### src/rtl/dram_ptest_pkg.sv
package dram_ptest_pkg;

  // Number of cells merged per data bit in test mode.
  localparam int GRP_N = 4;

  typedef enum logic [1:0] {
    CYC_IDLE    = 2'd0,
    CYC_ACCESS  = 2'd1,
    CYC_REFRESH = 2'd2
  } cyc_kind_e;

  // Pass level for one data bit: high when all cells in the group agree.
  function automatic logic group_same(input logic [GRP_N-1:0] cells);
    return (&cells) | ~(|cells);
  endfunction

endpackage

### src/rtl/dram_strobe_decode.sv
module dram_strobe_decode
  import dram_ptest_pkg::*;
#(
  parameter int ROW_W  = 3,
  parameter int COL_W  = 4,
  parameter int ADDR_W = 4
) (
  input  logic             clk,
  input  logic             rst_n,
  input  logic             ras_n,
  input  logic             cas_n,
  input  logic             we_n,
  input  logic [ADDR_W-1:0] addr,
  output logic [ROW_W-1:0] row_q,
  output logic [COL_W-1:0] col_q,
  output logic             test_mode,
  output logic             rd_act,
  output logic             wr_fire,
  output logic             wr_bcast
);

  logic      ras_q, cas_q, saw_cas;
  cyc_kind_e kind;

  // Named strobe events, also used by the assertions below.
  logic ras_fall_ev, ras_rise_ev, cas_fall_ev, cas_rise_ev, col_strobe;
  assign ras_fall_ev = ras_q & ~ras_n;
  assign ras_rise_ev = ~ras_q & ras_n;
  assign cas_fall_ev = cas_q & ~cas_n;
  assign cas_rise_ev = ~cas_q & cas_n;
  assign col_strobe  = cas_fall_ev & (kind == CYC_ACCESS) & ~ras_n;
  assign wr_fire     = col_strobe & ~we_n;
  assign wr_bcast    = test_mode;

  always_ff @(posedge clk or negedge rst_n) begin
    if (!rst_n) begin
      ras_q     <= 1'b1;
      cas_q     <= 1'b1;
      kind      <= CYC_IDLE;
      saw_cas   <= 1'b0;
      row_q     <= '0;
      col_q     <= '0;
      test_mode <= 1'b0;
      rd_act    <= 1'b0;
    end else begin
      ras_q <= ras_n;
      cas_q <= cas_n;
      if (ras_fall_ev) begin
        if (!cas_n) begin
          // Column-before-row: refresh; write enable picks entry or exit.
          kind      <= CYC_REFRESH;
          test_mode <= ~we_n;
          rd_act    <= 1'b0;
        end else begin
          kind    <= CYC_ACCESS;
          row_q   <= addr[ROW_W-1:0];
          saw_cas <= 1'b0;
        end
      end else if (ras_rise_ev) begin
        kind <= CYC_IDLE;
        if (kind == CYC_ACCESS && !saw_cas) test_mode <= 1'b0;
      end
      if (col_strobe) begin
        col_q   <= addr[COL_W-1:0];
        saw_cas <= 1'b1;
        rd_act  <= we_n;
      end
      if (cas_rise_ev) rd_act <= 1'b0;
    end
  end

  a_r1_wcbr_enters : assert property (@(posedge clk) disable iff (!rst_n)
    (ras_fall_ev && !cas_n && !we_n) |=> test_mode);

  a_r6_cbr_exits : assert property (@(posedge clk) disable iff (!rst_n)
    (ras_fall_ev && !cas_n && we_n) |=> !test_mode);

  a_r10_mode_on_ras_only : assert property (@(posedge clk) disable iff (!rst_n)
    !(ras_fall_ev || ras_rise_ev) |=> $stable(test_mode));

endmodule

### src/rtl/dram_cell_array.sv
module dram_cell_array
  import dram_ptest_pkg::*;
#(
  parameter int ROW_W = 3,
  parameter int COL_W = 4,
  parameter int IO_W  = 4
) (
  input  logic             clk,
  input  logic             rst_n,
  input  logic             wr_en,
  input  logic             wr_bcast,
  input  logic [ROW_W-1:0] wr_row,
  input  logic [COL_W-1:0] wr_col,
  input  logic [IO_W-1:0]  wr_data,
  input  logic [ROW_W-1:0] rd_row,
  input  logic [COL_W-1:0] rd_col,
  output logic [IO_W-1:0]  grp_o [GRP_N]
);

  localparam int IDX_W = ROW_W + COL_W;
  localparam int DEPTH = 1 << IDX_W;

  logic [IO_W-1:0] mem [DEPTH];

  always_ff @(posedge clk or negedge rst_n) begin
    if (!rst_n) begin
      for (int i = 0; i < DEPTH; i++) mem[i] <= '0;
    end else if (wr_en) begin
      for (int k = 0; k < GRP_N; k++) begin
        if (wr_bcast || wr_col[1:0] == k[1:0])
          mem[{wr_row, wr_col[COL_W-1:2], k[1:0]}] <= wr_data;
      end
    end
  end

  for (genvar g = 0; g < GRP_N; g++) begin : g_rd
    assign grp_o[g] = mem[{rd_row, rd_col[COL_W-1:2], 2'(g)}];
  end

endmodule

### src/rtl/dram_read_compress.sv
module dram_read_compress
  import dram_ptest_pkg::*;
#(
  parameter int IO_W = 4
) (
  input  logic [IO_W-1:0] grp   [GRP_N],
  input  logic [1:0]      col_lo,
  input  logic            test_mode,
  output logic [IO_W-1:0] rdata
);

  for (genvar b = 0; b < IO_W; b++) begin : g_bit
    logic [GRP_N-1:0] cells;
    for (genvar g = 0; g < GRP_N; g++) begin : g_cell
      assign cells[g] = grp[g][b];
    end
    assign rdata[b] = test_mode ? group_same(cells) : cells[col_lo];
  end

endmodule

### src/rtl/dram_ptest_core.sv
module dram_ptest_core
  import dram_ptest_pkg::*;
#(
  parameter  int ROW_W  = 3,
  parameter  int COL_W  = 4,
  parameter  int IO_W   = 4,
  localparam int ADDR_W = (ROW_W > COL_W) ? ROW_W : COL_W
) (
  input  logic              clk,
  input  logic              rst_n,
  input  logic              ras_n,
  input  logic              cas_n,
  input  logic              we_n,
  input  logic              oe_n,
  input  logic [ADDR_W-1:0] addr,
  input  logic [IO_W-1:0]   din,
  output logic [IO_W-1:0]   dout,
  output logic              dout_oe,
  output logic              test_mode
);

  logic [ROW_W-1:0] row_q;
  logic [COL_W-1:0] col_q;
  logic             rd_act, wr_fire, wr_bcast;
  logic [IO_W-1:0]  grp [GRP_N];
  logic [IO_W-1:0]  rdata;

  dram_strobe_decode #(.ROW_W(ROW_W), .COL_W(COL_W), .ADDR_W(ADDR_W)) u_dec (
    .clk(clk), .rst_n(rst_n), .ras_n(ras_n), .cas_n(cas_n), .we_n(we_n),
    .addr(addr), .row_q(row_q), .col_q(col_q), .test_mode(test_mode),
    .rd_act(rd_act), .wr_fire(wr_fire), .wr_bcast(wr_bcast)
  );

  dram_cell_array #(.ROW_W(ROW_W), .COL_W(COL_W), .IO_W(IO_W)) u_arr (
    .clk(clk), .rst_n(rst_n), .wr_en(wr_fire), .wr_bcast(wr_bcast),
    .wr_row(row_q), .wr_col(addr[COL_W-1:0]), .wr_data(din),
    .rd_row(row_q), .rd_col(col_q), .grp_o(grp)
  );

  dram_read_compress #(.IO_W(IO_W)) u_cmp (
    .grp(grp), .col_lo(col_q[1:0]), .test_mode(test_mode), .rdata(rdata)
  );

  assign dout    = rdata;
  assign dout_oe = rd_act & ~cas_n & ~oe_n;

  // after a broadcast write the addressed group reads back as all-pass.
  a_r3_bcast_uniform : assert property (@(posedge clk) disable iff (!rst_n)
    (wr_fire && wr_bcast) |=> (rdata == '1));

  // a normal write is visible at its own address on the next clock.
  a_r7_single_word : assert property (@(posedge clk) disable iff (!rst_n)
    (wr_fire && !wr_bcast) |=> (rdata == $past(din)));

endmodule

### config.mk
export PLATFORM = sky130hd
export DESIGN_NAME = dram_ptest_core
export DESIGN_NICKNAME = d
export VERILOG_FILES = /design/src/rtl/dram_ptest_pkg.sv /design/src/rtl/dram_strobe_decode.sv /design/src/rtl/dram_cell_array.sv /design/src/rtl/dram_read_compress.sv /design/src/rtl/dram_ptest_core.sv
export SDC_FILE = /design/constraint.sdc
export NUM_CORES = 1
export LEC_CHECK = 0
export BUFFER_PORTS_ARGS = -buffer_cell sky130_fd_sc_hd__buf_2
export CORE_ASPECT_RATIO = 0.75
export CORE_MARGIN = 2
export CORE_UTILIZATION = 50
export DETAILED_ROUTE_END_ITERATION = 6
export GPL_TIMING_DRIVEN = 1
export PLACE_DENSITY = 0.77
export SKIP_LAST_GASP = 1
export SLEW_MARGIN = 30
export SYNTH_ARGS = -nofsm -noshare
export SYNTH_HDL_FRONTEND = slang
export SYNTH_HIERARCHICAL = 1
export SYNTH_SLANG_ARGS = --single-unit
export TNS_END_PERCENT = 100
### constraint.sdc
create_clock -name clk -period 2.8 [get_ports clk]
set_input_delay 0.14 -clock clk [delete_from_list [all_inputs] [get_ports clk]]
set_output_delay 0.14 -clock clk [all_outputs]
set_load 0.03 [all_outputs]
Word-level counts from Yosys, hierarchy flattened

Index checks and enable logic that the tools add are counted.

Flip-flop bits (word level): 526
Input bits: 14
Word-level logic and storage cells: 271

Order comparisons: 13
Equality and inequality tests: 6
Multiplexer cells: 57
Bitwise gates (word level): 31
Reduce and logical (&&, ||, !) cells: 28

Operators with widths:

| kind                                                                   | number |
|---|---|
| 512-bit two-way mux                                                    | 7 |
| 512-bit bitwise mux                                                    | 4 |
| 4-bit binary-select mux with 7-bit select                              | 4 |
| 4-bit demux with 7-bit select                                          | 4 |
| 8-bit greater-or-equal comparator (second input constant)              | 8 |
| 7-bit NOT with 8-bit output                                            | 8 |
| 4-bit two-way mux                                                      | 12 |
| 8-bit by 1-bit < comparator with 1-bit output (second input constant)  | 4 |
| 1-bit two-way mux                                                      | 19 |
| 4-bit AND reduction                                                    | 4 |
| 4-bit OR reduction                                                     | 4 |
| 1-bit NOT                                                              | 10 |
| 1-bit bitwise AND                                                      | 9 |
| 1-bit binary-select mux with 2-bit select                              | 4 |
| 2-bit nonzero test                                                     | 4 |
| 2-bit two-way mux                                                      | 3 |
| 2-bit AND reduction                                                    | 3 |
| 1-bit logical AND                                                      | 5 |
| 2-bit by 1-bit equality test with 1-bit output (second input constant) | 2 |
| 2-bit equality test (second input constant)                            | 2 |
| 1-bit logical OR                                                       | 4 |
| 1-bit OR                                                               | 4 |
| 2-bit by 3-bit < comparator with 1-bit output (second input constant)  | 1 |
| 3-bit by 1-bit != test with 1-bit output (second input constant)       | 1 |
| other kinds (5)                                                        | 5 |

Depth between registers and ports, before layout

Gate-level depths: netlist of the first run.

Depth in word-level cells: 16
Mapped depth: 11

Hierarchy

The synthesis of the first run kept the hierarchy.

Modules (own cells, without submodules):

| module             | times used | cells each | area an instance (sq um) | sequential area each (sq um) |
|---|---|---|---|---|
| dram_cell_array    | 1          | 1846       | 24917.6                  | 12812.3 |
| dram_strobe_decode | 1          | 46         | 614.3                    | 352.8 |
| dram_read_compress | 1          | 27         | 212.7                    | 0.0 |
| dram_ptest_core    | 1          | 1          | 12.5                     | 0.0 |

Worst setup path after synthesis of the first run

Ideal clock, no wire load.

Kind: register -> output
From: register u_dec.row_q[2]
To: output port dout[1]
Arrival time: 2.678 ns
Setup slack: -0.018 ns
Cell stages (with the launch flop): 10
Buffers on the path: 3
Cell sequence: dfrtp_1 buf_2 or2_2 clkbuf_1 clkbuf_1 nor3_1 a31oi_1 nand3_1 or4_1 a31oi_1

RTL lines:

| item                     | line                     | RTL |
|---|---|---|
| start: declaration       | dram_strobe_decode.sv:14 | `output logic [ROW_W-1:0] row_q,` |
| start signal: assignment | dram_strobe_decode.sv:56 | `row_q <= addr[ROW_W-1:0];` |
| end: declaration         | dram_ptest_core.sv:17    | `output logic [IO_W-1:0] dout,` |

==> results of run 1 <==
final timing paths:
path | startpoint | end | slack, ns | cells past startpoint
worst max-delay path | u_dec/col_q[3]$_DFFE_PN0P_ | dout[0] | -0.74 | 13
worst min-delay path | rst_n | u_arr/mem[407]$_DFFE_PN0P_ | 0.11 | 2
worst max register to register | u_dec/row_q[2]$_DFFE_PN0P_ | u_arr/mem[269]$_DFFE_PN0P_ | 0.47 | 6
worst min register to register | u_arr/mem[494]$_DFFE_PN0P_ | u_arr/mem[494]$_DFFE_PN0P_ | 0.50 | 1
max in group asynchronous | rst_n | u_arr/mem[62]$_DFFE_PN0P_ | 1.70 | 4
min in group clk | din[3] | u_arr/mem[291]$_DFFE_PN0P_ | 0.26 | 2
sequential cells by signal, summed over array words and instances (netlist names):
| signal | cells |
|---|---|
| u_dec/cas_q | 1 |
| u_dec/saw_cas | 1 |
| u_arr/mem | 512 |
| u_dec/kind | 2 |
| u_dec/test_mode | 1 |
| u_dec/ras_q | 1 |
| u_dec/col_q | 4 |
| u_dec/rd_act | 1 |
| u_dec/row_q | 3 |
worst max-delay path, stage by stage, from the launching register on:
cell     delay, ns
dfrtp_4       0.51
buf_12        0.16
buf_12        0.13
buf_16        0.15
buf_12        0.14
mux2i_1       0.12
a22oi_1       0.27
nand4_1       0.30
nand3_1       0.24
mux2i_1       0.11
a22o_1        0.21
a21oi_1       0.15
buf_4         0.19
buf_6         0.14
through the flow:
step                cell area [um^2]  util, %  hold slack, ns
floorplan                      25800        -          -0.156
CTS                            29700     57.9           0.126
global route                   29700     58.0           0.158
global placement               27300     53.2           0.120
detailed placement             27300     53.2           0.119
finish                         29700     58.0           0.111
logic make-up (layout without fill, tap and decap cells):
group / after synthesis / after routing / share of synthesized area (%)
adder cells (fa/ha/maj): 2 / 2 / 0.0971
multiplexers: 783 / 783 / 34.9
buffers and inverters: 144 / 247 / 2.67
AND/OR/NAND/NOR: 300 / 300 / 6.69
AO/OA/AOI/OAI: 165 / 165 / 4.56
flip-flops: 526 / 526 / 51.1
cells in the mapped netlist, drive strengths merged:
cell type / instances
or2: 2
nor2: 37
mux2: 519
a22o: 36
mux2i: 264
nand2: 169
dfstp: 2
a31oi: 17
nor4b: 1
nand4: 17
and2: 1
clkbuf: 80
nand3: 33
nand3b: 3
nand2b: 6
ha: 2
o211ai: 1
o21a: 3
nor3b: 1
buf: 61
o311ai: 1
or3b: 2
inv: 3
or3: 1
nor4: 3
dfrtp: 524
nor2b: 6
a22oi: 64
nor3: 16
a21o: 1
or4: 2
a221oi: 1
a21oi: 36
o21ai: 2
a41oi: 3
power by group:
group | switching (W) | total, W | internal (W)
combinational | 0.00264 | 0.00474 | 0.00210
clock | 0.00291 | 0.00668 | 0.00377
sequential | 0.000110 | 0.00781 | 0.00770
final cells by class:
type	instances	share of cell area, %
Inverter	3	0.0379
Multi-Input combinational cell	1250	41.2
Timing Repair Buffer	156	6.40
Tap cell	666	2.80
Clock buffer	70	4.72
Clock inverter	18	0.606
Sequential cell	526	44.3
layer usage:
| metal | part of all wire (%) | GRT usage, % | vias up | wire (um) |
|---|---|---|---|---|
| li1 | - | - | 7090 | - |
| met1 | 45 | 35.5 | 8577 | 29200 |
| met2 | 45 | 37.0 | 567 | 29600 |
| met3 | 7.4 | 5.97 | 153 | 4890 |
| met4 | 2.9 | 8.57 | 0 | 1910 |
| met5 | 0 | 0 | - | 0 |
timing repair:
action	4_1_cts	5_1_grt
gates cloned	8	1
setup buffers	20	1
hold buffers	8	0
resized for setup	69	16
hold endpoints to repair	192	0
pin swaps	47	15
setup endpoints to repair	4	4
==> run metrics, run 1 <==
DIE WIDTH 266 um; fin crit period 3.54 ns; most frequent cells in the layout dfrtp_1, mux2_2, mux2i_1, nand2_1, mux2_4; CP required 2.66 ns; slew margin rel. 40.3%; Setup TNS -2.78 ns; WS Path Type reg2out; synth unique cells 46; status finished, violations left; DR vias 16,387; final worst setup slack -0.738 ns; power per standard cell area 647 nW/um^2; # fillers 3,839; max_cap viols 0; Post-Layout Cell Count 2,689; Yosys top cell area share 50.9%; f_max 283 MHz; first-pass GRT wire length 103,000 um; placed cells 2,566; CTS tree yes; Residual DRC 0; Yosys reg bits 526; Crit Path Max Fanout 6; DIE HEIGHT 201 um; sequential area share after synthesis 51.1%; RD Place Congestion 0.888; gr usage total 24.8%; area of the die 53,400 um^2; starting DRC count in detailed routing 1,339; core region area 51,300 um^2; fin crit share 126%; total grt overflow 0; CTS Buffer Depth 3; Clock Latency Late Sink 0.58 ns; DP Wirelength 41,600 um; Pwr Total 0.0192 W; maximum VDD drop 536 uV; Setup Viol. Count Final 4; RSZ-0062 raised after global routing true; most common cell after layout, fill and taps aside dfrtp_1; Arr. time, crit path 3.40 ns; WL/cell 24.4 um; DP Worst Slack -0.190 ns; Root Buffer clkbuf_16; Yosys warnings 6; Critical Path Sink Type primary output; layout cells sized above 1 41.6%; Multi-input gate area 12,200 um^2; Clock transition at path regs 0.07 ns; row count 72; CTS H-tree lvls 2; Mapped Area 25,800 um^2; Avg Inst Size Synth 13.4 um^2; PortBufs 19; drt via density 6.09; endpoints failing hold 0; Routed WL 65,700 um; n_diodes 0; initial antenna violation count 1; initial cell density of the core 50.2%; slew at the pin closest to its max-slew limit 0.895 ns; Antenna Nets Post-Route 0; # nets final 2,002; total clock sinks 526; Leak Pwr 15.2 nW; Reg area 13,200 um^2; clock skew 0.0273 ns; largest net degree at the start of global routing 129; number of global-route vias before repair 17,422; CP Launch Type flip-flop; area leader, netlist dfrtp_1; failing checks negative setup slack; Net Count, Synth 1,936; io pins 20; TritonRoute pass-1 iters 5; top cells by area, synth dfrtp_1, mux2_2, mux2i_1, mux2_4, nand2_1; Layout area overhead 15.5%; total CTS buffers 49; Hold Path Class in2async; Slew Viols, Final 0; Post-Syn Instances 1,920
(Power assumes the default switching activity.)
==> run 2, diff against run 1 <==
--- a/config.mk
+++ b/config.mk
@@ -12,7 +12,6 @@
 export DETAILED_ROUTE_END_ITERATION = 6
 export GPL_TIMING_DRIVEN = 1
 export PLACE_DENSITY = 0.77
-export SKIP_LAST_GASP = 1
 export SLEW_MARGIN = 30
 export SYNTH_ARGS = -nofsm -noshare
 export SYNTH_HDL_FRONTEND = slang
==> constraint.sdc (replaced) <==
create_clock -name clk -period 3.9 [get_ports clk]
set_input_delay 0.195 -clock clk [delete_from_list [all_inputs] [get_ports clk]]
set_output_delay 0.195 -clock clk [all_outputs]
set_load 0.03 [all_outputs]
==> run 2 against run 1 <==
  * The flow now finishes without violations
  * Final area shrank 4.0%
  * First-iteration DRC count rose by 15%
  * Sequential power fell by 28%
  * Via count fell by 1.5%
  * Sequential share of layout area grew 1.9 points
  * Worst setup slack improved by 0.78 ns
  * Routed wire length fell by 1.2%
  * Die area did not move
  * Clock-buffer cell count increased by 8
==> run metrics, run 2 (synthesis gave the netlist of run 1 again) <==
# nets final 1,940 (was 2,002); max_cap viols 0 (unchanged); gr usage total 24.3% (was 24.8%); CTS Buffer Depth 3 (unchanged); worst path cell trace or2_2, nor3_1, a31oi_1, nand3_1, or4_1, a31oi_2, buf_2 (was buf_12, buf_12, buf_16, buf_12, mux2i_1, a22oi_1, nand4_1, nand3_1, mux2i_1, a22o_1, a21oi_1, buf_4, buf_6); maximum VDD drop 399 uV (was 536 uV); RD Place Congestion 0.862 (was 0.888); total grt overflow 0 (unchanged); Most flops, register u_arr/mem (unchanged); most frequent cells in the layout dfrtp_1, mux2_2, mux2i_1, nand2_1, mux2_4 (unchanged); CP peak stage delay 0.73 ns (was 0.51 ns); Largest regs u_arr/mem: 512 flops, u_dec/col_q: 4 flops, u_dec/row_q: 3 flops (unchanged); Clock Latency Late Sink 0.59 ns (was 0.58 ns); first-pass GRT wire length 101,000 um (was 103,000 um); DP Worst Slack 0.378 ns (was -0.190 ns); clock skew 0.0179 ns (was 0.0273 ns); placed cells 2,523 (was 2,566); slew at the pin closest to its max-slew limit 0.970 ns (was 0.895 ns); WL/cell 24.7 um (was 24.4 um); layout cells sized above 1 37.5% (was 41.6%); Root Buffer clkbuf_16 (unchanged); DIE HEIGHT 201 um (unchanged); TritonRoute pass-1 iters 6 (was 5); io pins 20 (unchanged); PortBufs 19 (unchanged); Antenna Nets Post-Route 0 (unchanged); DP Wirelength 42,300 um (was 41,600 um); power per standard cell area 463 nW/um^2 (was 647 nW/um^2); hold_ws 0.139 ns (was 0.111 ns); area of the die 53,400 um^2 (unchanged); Layout area overhead 10.8% (was 15.5%); initial cell density of the core 50.2% (unchanged); Crit Path Max Fanout 16 (was 6); CTS H-tree lvls 2 (unchanged); starting DRC count in detailed routing 1,546 (was 1,339); total CTS buffers 50 (was 49); final core occ 55.7% (was 58.0%); number of global-route vias before repair 16,783 (was 17,422); fin crit share 98.9%; Hold Path Class in2async (unchanged); CP required 3.70 ns (was 2.66 ns); initial antenna violation count 0 (was 1); CP Launch Type flip-flop (unchanged); Slew Viols, Final 0 (unchanged); total clock sinks 526 (unchanged); Residual DRC 0 (unchanged); n_diodes 0 (unchanged); Post-Layout Cell Count 2,628 (was 2,689); drt via density 6.14 (was 6.09); most common cell after layout, fill and taps aside dfrtp_1 (unchanged); worst path bufs/invs 1 (was 6); WS Path Type reg2out (unchanged); Routed WL 64,900 um (was 65,700 um); Leak Pwr 14.7 nW (was 15.2 nW); CTS tree yes (unchanged); status finished, final reports clean (was finished, violations left); Crit-path slowest cell dfrtp_1 (was dfrtp_4); Arr. time, crit path 3.66 ns (was 3.40 ns); fin crit period 3.86 ns; Setup Viol. Count Final 0 (was 4); DIE WIDTH 266 um (unchanged); Critical Path Sink Type primary output (unchanged); RSZ-0062 raised after global routing true (unchanged); Largest register FFs 512 (unchanged); DR vias 16,134 (was 16,387); endpoints failing hold 0 (unchanged); core region area 51,300 um^2 (unchanged); Crit path max-delay family simple AND/OR/NAND/NOR gates (was buffers and inverters); largest net degree at the start of global routing 120 (was 129); Clock transition at path regs 0.06 ns (was 0.07 ns); f_max 259 MHz; final worst setup slack 0.0420 ns (was -0.738 ns); slew margin rel. 35.3% (was 40.3%); row count 72 (unchanged)
run 2: changes by cell type in the layout (fill, tap and decap cells not counted), sizes merged:
cell	delta
inv	-2
buf	-62
clkbuf	+7
clkinv	-1
clkinvlp	-3
run 2: worst reg2reg max path: stages (launching register included):
cell,delay [ns]
dfrtp_1,0.61
buf_4,0.32
nand3b_1,0.32
nor2_1,0.74
nand2_1,0.33
mux2_2,0.37
run 2: worst paths after layout:
path	from	end	slack (ns)	depth (start not counted)
max in group asynchronous	rst_n	u_arr/mem[496]$_DFFE_PN0P_	2.54	4
worst min-delay path	rst_n	u_arr/mem[264]$_DFFE_PN0P_	0.14	2
worst max-delay path	u_dec/row_q[2]$_DFFE_PN0P_	dout[1]	0.04	7
worst min register to register	u_arr/mem[484]$_DFFE_PN0P_	u_arr/mem[484]$_DFFE_PN0P_	0.50	1
min in group clk	ras_n	u_dec/ras_q$_DFF_PN1_	0.32	2
worst max register to register	u_dec/row_q[2]$_DFFE_PN0P_	u_arr/mem[268]$_DFFE_PN0P_	1.12	5
run 2: cell type report:
class / instances / area, um^2
Multi-Input combinational cell: 1250 / 12000
Fill cell: 4077 / 22700
Sequential cell: 526 / 13200
Clock buffer: 78 / 1540
Clock inverter: 12 / 143
Inverter: 3 / 11.3
Tap cell: 666 / 833
Timing Repair Buffer: 93 / 893
run 2: report_power, final:
group	switching (W)	total (W)	internal [W]
Combinational	0.00160	0.00257	0.000965
Sequential	0.000121	0.00565	0.00553
Clock	0.00209	0.00499	0.00290
Total	0.00381	0.0132	0.00940
run 2: repair_timing:
action	CTS	global route
resized for setup	3	4
hold buffers	8	0
setup endpoints to repair	4	4
hold endpoints to repair	121	0
gates cloned	0	0
setup buffers	5	1
run 2: layer usage:
layer | part of all wire (%) | GRT usage, % | vias up
met5 | 0 | 0 | -
met4 | 2.0 | 5.86 | 0
met3 | 9.0 | 6.82 | 95
met2 | 43 | 34.9 | 565
met1 | 46 | 36.3 | 8491
li1 | - | - | 6983
run 2: per-stage QoR:
step	setup TNS, ns	total power, W	area [um^2]
global placement	0	0.00815	26700
floorplan	0	0.00735	25800
CTS	0	0.0132	28500
detailed placement	0	0.00820	26700
global route	-0.0384	0.0137	28500
finish	0	0.0132	28500
